$ cat src/rtl/dbg_trig_pkg.sv
package dbg_trig_pkg;

  typedef enum logic [2:0] {
    SEL_INDEX  = 3'd0,
    SEL_CTRL   = 3'd1,
    SEL_CMP    = 3'd2,
    SEL_SPARE  = 3'd3,
    SEL_CAPS   = 3'd4
  } csr_sel_e;

  typedef struct packed {
    logic wrCtrl;
    logic wrCmp;
  } trig_strobe_t;

  localparam logic [3:0] TYPE_MATCH  = 4'd2;
  localparam logic [3:0] TYPE_MATCH6 = 4'd6;
  localparam int         CAPS_VALUE  = (1 << 2) | (1 << 6);

  function automatic logic sizeLegal(input logic [3:0] code);
    return (code == 4'd0) || (code == 4'd1) || (code == 4'd2) ||
           (code == 4'd3) || (code == 4'd5);
  endfunction

endpackage

$ cat src/rtl/dbg_trig_ctrl.sv
module dbg_trig_ctrl
  import dbg_trig_pkg::*;
#(
  parameter int XLEN     = 32,
  parameter int NUM_TRIG = 2,
  parameter int IDX_W    = 1
) (
  input  logic             clk,
  input  logic             rst_n,
  input  logic [2:0]       csrSel,
  input  logic             csrWe,
  input  logic [XLEN-1:0]  csrWdata,
  output logic [IDX_W-1:0] curIdx,
  output trig_strobe_t     strobe
);

  localparam logic [XLEN-1:0] IDX_LIMIT = XLEN'(NUM_TRIG);

  csr_sel_e selDec;
  logic     idxWrite;

  assign selDec   = csr_sel_e'(csrSel);
  assign idxWrite = csrWe && (selDec == SEL_INDEX) && (csrWdata < IDX_LIMIT);

  always_ff @(posedge clk or negedge rst_n) begin
    if (!rst_n) begin
      curIdx <= '0;
    end else if (idxWrite) begin
      curIdx <= csrWdata[IDX_W-1:0];
    end
  end

  always_comb begin
    strobe        = '0;
    strobe.wrCtrl = csrWe && (selDec == SEL_CTRL);
    strobe.wrCmp  = csrWe && (selDec == SEL_CMP);
  end

endmodule

$ cat src/rtl/dbg_trig_legal.sv
module dbg_trig_legal
  import dbg_trig_pkg::*;
#(
  parameter int XLEN = 32
) (
  input  logic [XLEN-1:0] rawVal,
  output logic            accept,
  output logic [XLEN-1:0] legalVal
);

  localparam bit HAS_SIZE_HI = (XLEN == 64);

  logic [3:0] wType;
  logic [3:0] sizeT2;
  logic [3:0] sizeT6;

  assign wType  = rawVal[XLEN-1 -: 4];
  assign accept = (wType == TYPE_MATCH) || (wType == TYPE_MATCH6);
  assign sizeT6 = rawVal[19:16];

  generate
    if (HAS_SIZE_HI) begin : gSizeWide
      assign sizeT2 = {rawVal[22:21], rawVal[17:16]};
    end else begin : gSizeNarrow
      assign sizeT2 = {2'b00, rawVal[17:16]};
    end
  endgenerate

  always_comb begin
    legalVal              = '0;
    legalVal[XLEN-1 -: 4] = wType;
    legalVal[4:0]         = rawVal[4:0];
    legalVal[6]           = rawVal[6];
    if (wType == TYPE_MATCH6) begin
      legalVal[24:23] = rawVal[24:23];
      if (sizeLegal(sizeT6)) begin
        legalVal[19:16] = sizeT6;
      end
    end else if (sizeLegal(sizeT2)) begin
      legalVal[17:16] = sizeT2[1:0];
      if (HAS_SIZE_HI) begin
        legalVal[22:21] = sizeT2[3:2];
      end
    end
  end

endmodule

$ cat src/rtl/dbg_trig_data.sv
module dbg_trig_data
  import dbg_trig_pkg::*;
#(
  parameter int XLEN     = 32,
  parameter int NUM_TRIG = 2,
  parameter int IDX_W    = 1
) (
  input  logic                     clk,
  input  logic                     rst_n,
  input  trig_strobe_t             strobe,
  input  logic [IDX_W-1:0]         curIdx,
  input  logic [2:0]               csrSel,
  input  logic [XLEN-1:0]          csrWdata,
  output logic [XLEN-1:0]          csrRdata,
  output logic [NUM_TRIG*XLEN-1:0] trigCtrl,
  output logic [NUM_TRIG*XLEN-1:0] trigCmp
);

  localparam logic [XLEN-1:0] CTRL_RESET = {TYPE_MATCH, {(XLEN-4){1'b0}}};

  logic            accept;
  logic [XLEN-1:0] legalVal;
  logic [XLEN-1:0] ctrlArr [NUM_TRIG];
  logic [XLEN-1:0] cmpArr  [NUM_TRIG];

  dbg_trig_legal #(.XLEN(XLEN)) uLegal (
    .rawVal   (csrWdata),
    .accept   (accept),
    .legalVal (legalVal)
  );

  generate
    for (genvar i = 0; i < NUM_TRIG; i++) begin : gTrig
      logic hit;
      assign hit = (curIdx == IDX_W'(i));

      always_ff @(posedge clk or negedge rst_n) begin
        if (!rst_n) begin
          ctrlArr[i] <= CTRL_RESET;
          cmpArr[i]  <= '0;
        end else begin
          if (strobe.wrCtrl && accept && hit) begin
            ctrlArr[i] <= legalVal;
          end
          if (strobe.wrCmp && hit) begin
            cmpArr[i] <= csrWdata;
          end
        end
      end

      assign trigCtrl[i*XLEN +: XLEN] = ctrlArr[i];
      assign trigCmp[i*XLEN +: XLEN]  = cmpArr[i];
    end
  endgenerate

  always_comb begin
    case (csr_sel_e'(csrSel))
      SEL_INDEX: csrRdata = XLEN'(curIdx);
      SEL_CTRL:  csrRdata = ctrlArr[curIdx];
      SEL_CMP:   csrRdata = cmpArr[curIdx];
      SEL_CAPS:  csrRdata = XLEN'(CAPS_VALUE);
      default:   csrRdata = '0;
    endcase
  end

endmodule

$ cat src/rtl/dbg_trig_bank.sv
module dbg_trig_bank
  import dbg_trig_pkg::*;
#(
  parameter int XLEN     = 32,
  parameter int NUM_TRIG = 2
) (
  input  logic                     clk,
  input  logic                     rst_n,
  input  logic [2:0]               csrSel,
  input  logic                     csrWe,
  input  logic [XLEN-1:0]          csrWdata,
  output logic [XLEN-1:0]          csrRdata,
  output logic [NUM_TRIG*XLEN-1:0] trigCtrl,
  output logic [NUM_TRIG*XLEN-1:0] trigCmp
);

  localparam int IDX_W = (NUM_TRIG > 1) ? $clog2(NUM_TRIG) : 1;

  logic [IDX_W-1:0] curIdx;
  trig_strobe_t     strobe;

  dbg_trig_ctrl #(.XLEN(XLEN), .NUM_TRIG(NUM_TRIG), .IDX_W(IDX_W)) uCtrl (
    .clk      (clk),
    .rst_n    (rst_n),
    .csrSel   (csrSel),
    .csrWe    (csrWe),
    .csrWdata (csrWdata),
    .curIdx   (curIdx),
    .strobe   (strobe)
  );

  dbg_trig_data #(.XLEN(XLEN), .NUM_TRIG(NUM_TRIG), .IDX_W(IDX_W)) uData (
    .clk      (clk),
    .rst_n    (rst_n),
    .strobe   (strobe),
    .curIdx   (curIdx),
    .csrSel   (csrSel),
    .csrWdata (csrWdata),
    .csrRdata (csrRdata),
    .trigCtrl (trigCtrl),
    .trigCmp  (trigCmp)
  );

endmodule

$ cat config.mk
export PLATFORM = sky130hd
export DESIGN_NAME = dbg_trig_bank
export DESIGN_NICKNAME = d
export VERILOG_FILES = /design/src/rtl/dbg_trig_pkg.sv /design/src/rtl/dbg_trig_ctrl.sv /design/src/rtl/dbg_trig_legal.sv /design/src/rtl/dbg_trig_data.sv /design/src/rtl/dbg_trig_bank.sv
export SDC_FILE = /design/constraint.sdc
export NUM_CORES = 1
export LEC_CHECK = 0
export BUFFER_PORTS_ARGS = -buffer_cell sky130_fd_sc_hd__buf_2
export CORE_UTILIZATION = 25
export DETAILED_ROUTE_END_ITERATION = 8
export GPL_ROUTABILITY_DRIVEN = 0
export PLACE_DENSITY = 0.51
export SYNTH_ARGS = -nofsm -noshare
export SYNTH_HDL_FRONTEND = slang
export SYNTH_HIERARCHICAL = 1
export SYNTH_SLANG_ARGS = --single-unit
$ cat constraint.sdc
create_clock -name clk -period 3.35 [get_ports clk]
set_input_delay 0.67 -clock clk [delete_from_list [all_inputs] [get_ports clk]]
set_output_delay 0.67 -clock clk [all_outputs]
set_load 0.03 [all_outputs]
# Word level (Yosys, flattened, before mapping)
# Cells that the tools add are included.
# totals
regBits,97
input_bits,38
output_inout_bits,160
word_cells,53
# op_classes
bitwise_logic,2
n_eq_ne,12
magnitude_cmp,2
reduce_logical,20
mux,12
# ops
op,count
two-way mux 32 bit,6
one-hot mux 32 bit (4 select lines),1
less-than comparator 32 x 2 -> 1 bit (second input constant),1
== test 4 x 2 -> 1 bit (second input constant),3
logical AND 1 bit,9
== test 4 x 3 -> 1 bit (second input constant),2
logical NOT 4 bit,2
logical OR 1 bit,8
two-way mux 2 bit,4
== test 2 bit (second input constant),2
== test 4 x 1 -> 1 bit (second input constant),1
two-way mux 4 bit,1
== test 3 x 1 -> 1 bit (second input constant),1
== test 3 x 2 -> 1 bit (second input constant),1
== test 3 bit (second input constant),1
logical NOT 3 bit,1
== test 2 x 1 -> 1 bit (second input constant),1
greater-or-equal comparator 2 bit (second input constant),1
inverter 1 -> 2 bit,1
inverter 1 bit,1

# Longest topological paths before layout
# Gate-level depths: netlist of the first run.
# logic_depth
depth_word,7
depth_mapped,5
depth_no_buf,4

# Cells and area by module
# The synthesis of the first run kept the hierarchy.
# modules_own_cells
mod,instances,seq_area_each_um2,cells_per_inst,area_per_inst_um2
dbg_trig_data,1,3205.6,391,5715.5
dbg_trig_legal,1,0.0,39,305.3
dbg_trig_ctrl,1,25.0,17,151.4

# Least setup slack after synthesis of the first run
# OpenSTA, ideal clock, no wires.
# synth_timing
path_type,input-to-output
startpoint,input csrSel[0]
endpoint,output csrRdata[10]
t_required_ns,2.680
t_arrival_ns,1.858
setup_slack_ns,0.822
path_stages,4
path_buffers,2
cell_sequence,or3b_1 -> clkbuf_1 -> clkbuf_1 -> o22ai_1
# synth_via
elab_chain_len,2
word_cells_on_any_way,5
classes_between,eq/ne: 3; mux: 1; reduce/logical: 1
# synth_lines
item,line,text
from (decl),dbg_trig_bank.sv:9,"input logic [2:0] csrSel,"
== test 3 bit (tied with other cells),dbg_trig_data.sv:57,case (csr_sel_e'(csrSel))
one-hot mux 32 bit (4 select lines) (*),dbg_trig_data.sv:57,
to (decl),dbg_trig_bank.sv:12,"output logic [XLEN-1:0] csrRdata,"
# Mark *: on every way between the ends. The rest lies on a longest branch, timed or not.

# Final worst setup path of the first run
# layout_timing
startpoint,register uCtrl.curIdx
endpoint,output csrRdata[5]
# layout_via
elab_chain_len,5
# layout_lines
item,line,text
from (decl),dbg_trig_ctrl.sv:13,"output logic [IDX_W-1:0] curIdx,"
from (signal assigned),dbg_trig_ctrl.sv:29,curIdx <= csrWdata[IDX_W-1:0];
inverter 1 -> 2 bit (implied by the code),dbg_trig_data.sv:60,SEL_CMP: csrRdata = cmpArr[curIdx];
two-way mux 32 bit (implied by the code) (3 in series),dbg_trig_data.sv:60,
one-hot mux 32 bit (4 select lines),dbg_trig_data.sv:57,
# Every way passes these cells. The select of a mux whose other input is x is not followed.

==> flow_summary.ini, run 1 <==
[clock_network]
cts_resized = 0
cts_hold_buf = 0
post-cts-setup-buffer-count = 0
ctsRootBufferMaster = clkbuf_16
cts_tree = yes
clk_pin_slew_ps = 60
clkLatencyLatePin_ps = 420
numCtsBuffers = 17
htreeDepth = 4
cts_sinks = 129
cts.path.max_buffers = 2

[route]
routed_wirelength_um = 17100
vias = 4318
drt_iter0_markers = 159
drt_pass1_iterations = 6
wl_per_cell_um = 17.6
viasPerCell = 4.42
final_antenna_net_count = 0
drc_errors = 0

[min_path]
hp-class = primary input to asynchronous set/reset pin

[worst_setup_path]
cp.required_ps = 2680
worstPathArrival_ps = 2350
critical_path_class = flip-flop to primary output
r2r_setup_slack_ps = 1070
cp_max_fo = 50
cp-start-kind = flip-flop
cp-end-kind = primary output

[sta]
drv_slew = 0
worstMarginPinSlew_ps = 932
rsz0062_at_grt = no
tns_ps = 0
period_share = 0.903
hold_ws_ps = 135
finalCriticalPeriod_ps = 3020
clock_skew_ps = 8.19
max_freq_mhz = 331
setup_viol = 0
slew_headroom = 0.379
hold_violations = 0

[cells_and_area]
nets = 678
fin_area_sq_um = 8030
n_antenna_cell = 0
layout-drive-gt1-share = 0.591
fin_util = 0.331
fin_cells = 977
syn_to_final_growth_pct = 30.1

[power]
leakagePower_uw = 0.00400
cellPowerDensity_nw_per_um2 = 561
p_clk_frac = 0.414
p_comb_frac = 0.186
seqPwrFrac = 0.400
power.internal_uw = 3110
p_sw_frac = 0.310
irDropWorstVdd_mv = 0.237
p_sw_uw = 1400

[grt]
grt_overflow = 0
grt_use_total = 0.138
grt_pass1_wl_um = 26600
grt_max_degree = 65
first_global_vias = 4244
antenna_found_initial = 0

[synthesis]
yosys_warnings = 6
yosysTopAreaCell = dfrtp_1
synth_top_area_frac = 0.515
syn_area_per_cell_sq_um = 13.8
ys_seq_area_frac = 0.523
synth_area_leaders = dfrtp_1 (51%), mux2_2 (23%), mux2i_1 (10%)
ys_ff_latch = 129
synth_area_sq_um = 6170
synth_flop_cell = dfrtp_1
ys_types = 36
synthCells = 447
ys_async_sr_fraction = 1.00
synth_edf_count = 0

[placement]
place_inst = 945
io_buffers = 197
post_dp_cell_area_sq_um = 7440
place_hpwl_um = 12400

[floorplan]
die_width_um = 159
design.core.area_sq_um = 24200
rows = 57
die_area_sq_um = 25300
initial_core_util = 0.255
num_io_pins = 198
dieHeight_um = 159

[outcome]
outcome = finished, final reports clean

[flow_run]
drv_cap = 0
## cells in the final DEF, fill, tap and decap left out, drive strengths merged, types with 4 or more instances in the layout
| cell type | instances |
|---|---|
| buf | 213 |
| clkbuf | 18 |
| clkinv | 5 |
| conb | 17 |
| dfrtp | 127 |
| inv | 4 |
| mux2 | 129 |
| mux2i | 63 |
| nand2 | 4 |
| nor4 | 8 |
| o22ai | 29 |
## cell families after synthesis
kind of cell	Yosys count	share of synthesized area
buffers and inverters	55	0.0576
AO/OA/AOI/OAI	36	0.0377
AND/OR/NAND/NOR	34	0.0432
multiplexers	192	0.338
other	1	0.000608
flip-flops	129	0.523
## path summary, 6_finish.rpt
path	start	end	cells after the start
min	rst_n	uData/trigCmp[29]	1
max in group asynchronous	rst_n	uData/trigCtrl[12]	2
min in group clk	csrWdata[8]	uData/trigCmp[8]	2
min reg2reg	uData/trigCmp[60]	uData/trigCmp[60]	1
max reg2reg	uCtrl/curIdx	uData/trigCtrl[16]	4
max	uCtrl/curIdx	csrRdata[5]	4
## cell type report
| cell class | instances | area [sq um] |
|---|---|---|
| Sequential cell | 129 | 3230 |
| Multi-Input combinational cell | 279 | 2660 |
| Clock buffer | 18 | 439 |
| Clock inverter | 14 | 154 |
| Timing Repair Buffer | 213 | 1140 |
| Fill cell | 2464 | 16200 |
| Tap cell | 324 | 405 |
## cell usage after synthesis (all sizes together), types with 3 or more instances
master,n
nor4,8
o22ai,29
or3b,3
clkbuf,6
and2,3
mux2i,63
nand2,4
dfrtp,127
mux2,129
buf,49
## critical path, cell delays in order (launching register included)
cell,delay [ps]
dfrtp_4,1040
buf_4,290
mux2i_1,270
o22ai_1,110
buf_2,220
## state kept, by name, indices dropped and copies added (netlist names)
| register | flops |
|---|---|
| uData/trigCmp | 64 |
| uData/trigCtrl | 64 |
| uCtrl/curIdx | 1 |
## layer usage
| layer | vias to the layer above | wire length, um | global-route usage |
|---|---|---|---|
| li1 | 1997 | - | - |
| met1 | 2178 | 8340 | 0.191 |
| met5 | - | 0 | 0 |
| met2 | 132 | 7800 | 0.211 |
| met3 | 11 | 873 | 0.0378 |
| met4 | 0 | 127 | 0.0380 |
## metrics by stage
| step | setup slack, ps | total power [uW] |
|---|---|---|
| 6_report | 325 | 4500 |
| 5_1_grt | 214 | 4710 |
| 4_1_cts | 295 | 4580 |
| 3_5_place_dp | 353 | 2680 |
| 3_3_place_gp | 373 | 2670 |
| 2_1_floorplan | 822 | 2380 |
## power groups by stage
stage / combinational, uW / sequential (uW) / clock (uW)
2_1_floorplan: 307 / 2070 / 0
3_3_place_gp: 838 / 1830 / 0
3_5_place_dp: 844 / 1830 / 0
4_1_cts: 846 / 1800 / 1930
5_1_grt: 894 / 1820 / 1990
6_report: 837 / 1800 / 1860
(Power assumes the default switching activity.)
==> inputs of run 2 (changes only) <==
CORE_MARGIN = 3   (was unset)
==> flow_summary.ini, run 2 (synthesis gave the netlist of run 1 again) <==
[outcome]
outcome = finished, final reports clean

[worst_setup_path]
reg2reg_to = uData/trigCtrl[44]
r2r_setup_slack_ps = 1010
r2r-start = uCtrl/curIdx
cp_max_fo = 17
cp-end-kind = primary output
cp.required_ps = 2680
critical_path_class = primary input to primary output
worstPathArrival_ps = 2340
r2r_cells = 3
cp-start-kind = primary input

[clock_network]
clkLatencyLatePin_ps = 410
cts_resized = 0
clk_pin_slew_ps = 60
numCtsBuffers = 17
post-cts-setup-buffer-count = 0
cts_sinks = 129
htreeDepth = 4
cts.path.max_buffers = 2
ctsRootBufferMaster = clkbuf_16
cts_tree = yes
cts_hold_buf = 0

[route]
drc_errors = 0
drt_pass1_iterations = 4
wl_per_cell_um = 19.0
final_antenna_net_count = 0
viasPerCell = 4.61
drt_iter0_markers = 157
routed_wirelength_um = 18400
vias = 4464

[grt]
met1_usage = 0.183
grt_use_total = 0.137
top_usage_layer = met2
use_met3 = 0.0368
first_global_vias = 4631
grt_max_degree = 77
grt_use_met2 = 0.222
grt_overflow = 0
antenna_found_initial = 1
grt_pass1_wl_um = 27700

[floorplan]
die_width_um = 163
num_io_pins = 198
rows = 56
initial_core_util = 0.258
dieHeight_um = 163
design.core.area_sq_um = 23900
die_area_sq_um = 26600

[sta]
finalCriticalPeriod_ps = 3010
max_freq_mhz = 332
setup_viol = 0
clock_skew_ps = 7.16
slew_headroom = 0.384
rsz0062_at_grt = no
tns_ps = 0
drv_slew = 0
hold_violations = 0
worstMarginPinSlew_ps = 924
period_share = 0.899

[cells_and_area]
multi_input_area_sq_um = 2660
layout-drive-gt1-share = 0.589
n_antenna_cell = 0
nets = 674
fillers = 2416
layout_common_cells = buf_2 (196), mux2_2 (126), dfrtp_1 (126)
final_common_cell = buf_2
fin_cells = 968
syn_to_final_growth_pct = 29.8
fin_area_sq_um = 8010
area.sequential_sq_um = 3230

[placement]
post_dp_cell_area_sq_um = 7400
place_inst = 936
io_buffers = 197
place_hpwl_um = 13400

[power]
leakagePower_uw = 0.00399
p_sw_frac = 0.309
power.internal_uw = 3160
p_clk_frac = 0.422
seqPwrFrac = 0.393
p_sw_uw = 1410
irDropWorstVdd_mv = 0.261
p_comb_frac = 0.185
cellPowerDensity_nw_per_um2 = 571

[min_path]
hp-class = primary input to asynchronous set/reset pin

[flow_run]
drv_cap = 0
==> run 2: cell count changes in the layout (fill, tap and decap cells not counted), sizes merged <==
cell	delta
bufinv	+1
clkbuf	-1
buf	-4
==> run 2: metal layers <==
| metal | part of all wire | routed length [um] |
|---|---|---|
| met1 | 0.46 | 8490 |
| met3 | 0.054 | 1000 |
| met5 | 0.00071 | 13 |
| met2 | 0.48 | 8760 |
| met4 | 0.0070 | 129 |
==> run 2: worst max-delay path, stage by stage <==
cell and delay, ps:
buf_2 140, or3b_2 720, buf_4 320, o22ai_1 220
buf_2 260
==> run 2: power groups by stage <==
stage | combinational [uW] | clock, uW | sequential (uW)
global route | 902 | 2060 | 1820
CTS | 857 | 1990 | 1800
detailed placement | 854 | 0 | 1830
global placement | 844 | 0 | 1820
finish | 848 | 1930 | 1800
floorplan | 307 | 0 | 2070
==> run 2: final cells by class <==
cell class                 count  area share
clock buffer                  17      0.0531
timing repair buffer         209       0.138
multi-input combinational    279       0.332
tap                          319      0.0498
clock inverter                15      0.0228
sequential                   129       0.404
==> run 2: worst max path at each step <==
stage,from,end,slack (ps)
global route,uCtrl/curIdx,csrRdata[5],260
CTS,uCtrl/curIdx,csrRdata[5],330
detailed placement,csrSel[0],csrRdata[19],350
global placement,csrSel[0],csrRdata[19],370
finish,csrSel[0],csrRdata[19],340
floorplan,csrSel[0],csrRdata[10],820
==> run 2: per-stage QoR <==
stage	utilization	hold WS [ps]	total power, uW	setup WS (ps)
detailed placement	0.310	518	2680	350
global placement	0.310	496	2660	367
CTS	0.335	298	4640	333
finish	0.335	280	4570	338
global route	0.335	324	4780	256
floorplan	-	374	2380	822
==> inputs of run 3 (changes only) <==
ABC_AREA = 1   (was unset)
==> flow_summary.ini, run 3 <==
[power]
irDropWorstVdd_mv = 0.264
leakagePower_uw = 0.00466
cellPowerDensity_nw_per_um2 = 546
finalPower_uw = 4470

[clock_network]
clkLatencyLatePin_ps = 410
htreeDepth = 4
post-cts-setup-buffer-count = 0
cts.path.max_buffers = 2
clk_pin_slew_ps = 60
cts_sinks = 129
cts_resized = 0
cts_hold_buf = 0
ctsRootBufferMaster = clkbuf_16
cts_tree = yes
numCtsBuffers = 17

[synthesis]
yosys_warnings = 6
ys_async_sr_fraction = 1.00
synth_top_family_by_area = simple AND/OR/NAND/NOR gates
synth_xor_area_frac = 0
synth_flop_cell = dfrtp_1
synthCells = 885
yosys-top-cells-count = nand2_1 (433), dfrtp_1 (127), o21ai_0 (108), inv_1 (74), buf_4 (32)
synthMuxAreaShare = 0
synth_area_sq_um = 6550
synth_edf_count = 0
yosysTopAreaCell = dfrtp_1
yosys.area_share.simple = 0.285
synth_top_area_frac = 0.485
ys_seq_area_frac = 0.493
ys_types = 24
synth-compound-area-share = 0.0994
synth.most_common_cell = nand2_1
syn_area_per_cell_sq_um = 7.40
ys_ff_latch = 129
synth_area_leaders = dfrtp_1 (49%), nand2_1 (25%), o21ai_0 (8.3%)
synth_fa_ha_area_frac = 0

[floorplan]
rows = 58
dieHeight_um = 168
num_io_pins = 198
die_width_um = 168
die_area_sq_um = 28200
design.core.area_sq_um = 25500
initial_core_util = 0.257

[sta]
finalCriticalPeriod_ps = 2860
rsz0062_at_grt = no
period_share = 0.854
tns_ps = 0
worstMarginPinSlew_ps = 840
setup_viol = 0
max_freq_mhz = 349
hold_violations = 0
clock_skew_ps = 6.07
drv_slew = 0
hold_ws_ps = 249
slew_headroom = 0.440

[worst_setup_path]
r2r_cells = 5
cp-end-kind = primary output
reg2reg_to = uData/trigCtrl[37]
cp_max_fo = 68
crit_path_start = uCtrl/curIdx
critical_path_class = flip-flop to primary output
worstPathArrival_ps = 2190
cp-start-kind = flip-flop
critical_path.endpoint = csrRdata[11]
r2r_setup_slack_ps = 1250
cp.required_ps = 2680
r2r-start = uCtrl/curIdx

[route]
routed_wirelength_um = 22600
vias = 5946
drt_pass1_iterations = 5
dr.max_layer_used = met4
wl_per_cell_um = 16.2
drc_errors = 0
wl_met3_um = 1590
viasPerCell = 4.26
routed-wl-met2_um = 10200
final_antenna_net_count = 0
wl_met1_um = 10500
drt_iter0_markers = 442

[cells_and_area]
layout-drive-gt1-share = 0.239
n_antenna_cell = 0
nets = 1091
fillers = 2771
fin_cells = 1396
area.sequential_sq_um = 3230
layout_common_cells = nand2_1 (433), buf_2 (196), dfrtp_1 (126)
final_common_cell = nand2_1
syn_to_final_growth_pct = 25.1
multi_input_area_sq_um = 2590

[grt]
grt_overflow = 0
antenna_found_initial = 0
grt_max_degree = 69
first_global_vias = 5601
grt_use_total = 0.160
grt_pass1_wl_um = 34700

[placement]
place_inst = 1364
place_hpwl_um = 16100
io_buffers = 197

[outcome]
outcome = finished, final reports clean

[flow_run]
drv_cap = 0

[min_path]
hp-class = primary input to asynchronous set/reset pin
==> run 3: cell count changes in the layout (fill, tap and decap cells not counted), moves of 6 or more <==
cell and change:
o21ai_1 +20, o21ai_0 +108, nor4_1 -6, nor2_1 +21
mux2i_1 -63, o22ai_1 -29, nand2_1 +430, inv_1 +74
mux2_2 -126
==> run 3: layout make-up <==
type	instances	area share
tap	330	0.0504
clock inverter	15	0.0193
multi-input combinational	623	0.316
inverter	77	0.0359
clock buffer	17	0.0520
timing repair buffer	205	0.132
sequential	129	0.395
==> run 3: through the flow <==
step,setup WS (ps),cell area (sq um),util
after floorplan,1220,6610,-
after CTS,458,8190,0.321
after detailed placement,711,7600,0.299
after global routing,258,8190,0.321
after global placement,653,7600,0.299
final,488,8190,0.321
==> run 3: cell families (layout without fill, tap and decap cells) <==
group                  count (synthesis)  in the layout
buffers and inverters                149            314
AO/OA/AOI/OAI                        130            130
other                                  1             17
AND/OR/NAND/NOR                      476            476
flip-flops                           129            129
==> run 3: power breakdown <==
group          internal (uW)  total, uW  switching (uW)
logic                    223        820             596
clock network           1100       1870             767
registers               1680       1780            99.2
total                   3000       4470            1460
==> run 3: worst min-delay path by stage <==
stage | startpoint | endpoint | slack [ps] | cells past startpoint
floorplan | rst_n | uCtrl/curIdx | 370 | 0
global placement | uData/trigCmp[3] | uData/trigCmp[3] | 490 | 2
detailed placement | uData/trigCtrl[61] | uData/trigCtrl[61] | 500 | 2
CTS | rst_n | uData/trigCmp[60] | 280 | 1
global route | rst_n | uData/trigCmp[60] | 290 | 1
finish | rst_n | uData/trigCmp[60] | 250 | 1
==> run 3: worst max-delay path: stages, from the launching register on <==
cell and delay [ps]:
dfrtp_2 400, buf_4 670, nand2_1 110, nand2_1 190, nand2_1 90, nand2_1 80, buf_2 200
==> run 3: metal layers <==
layer	global-route usage	vias up
met4	0.0473	0
met3	0.0420	23
li1	-	3012
met2	0.251	196
met1	0.217	2715
met5	0	-
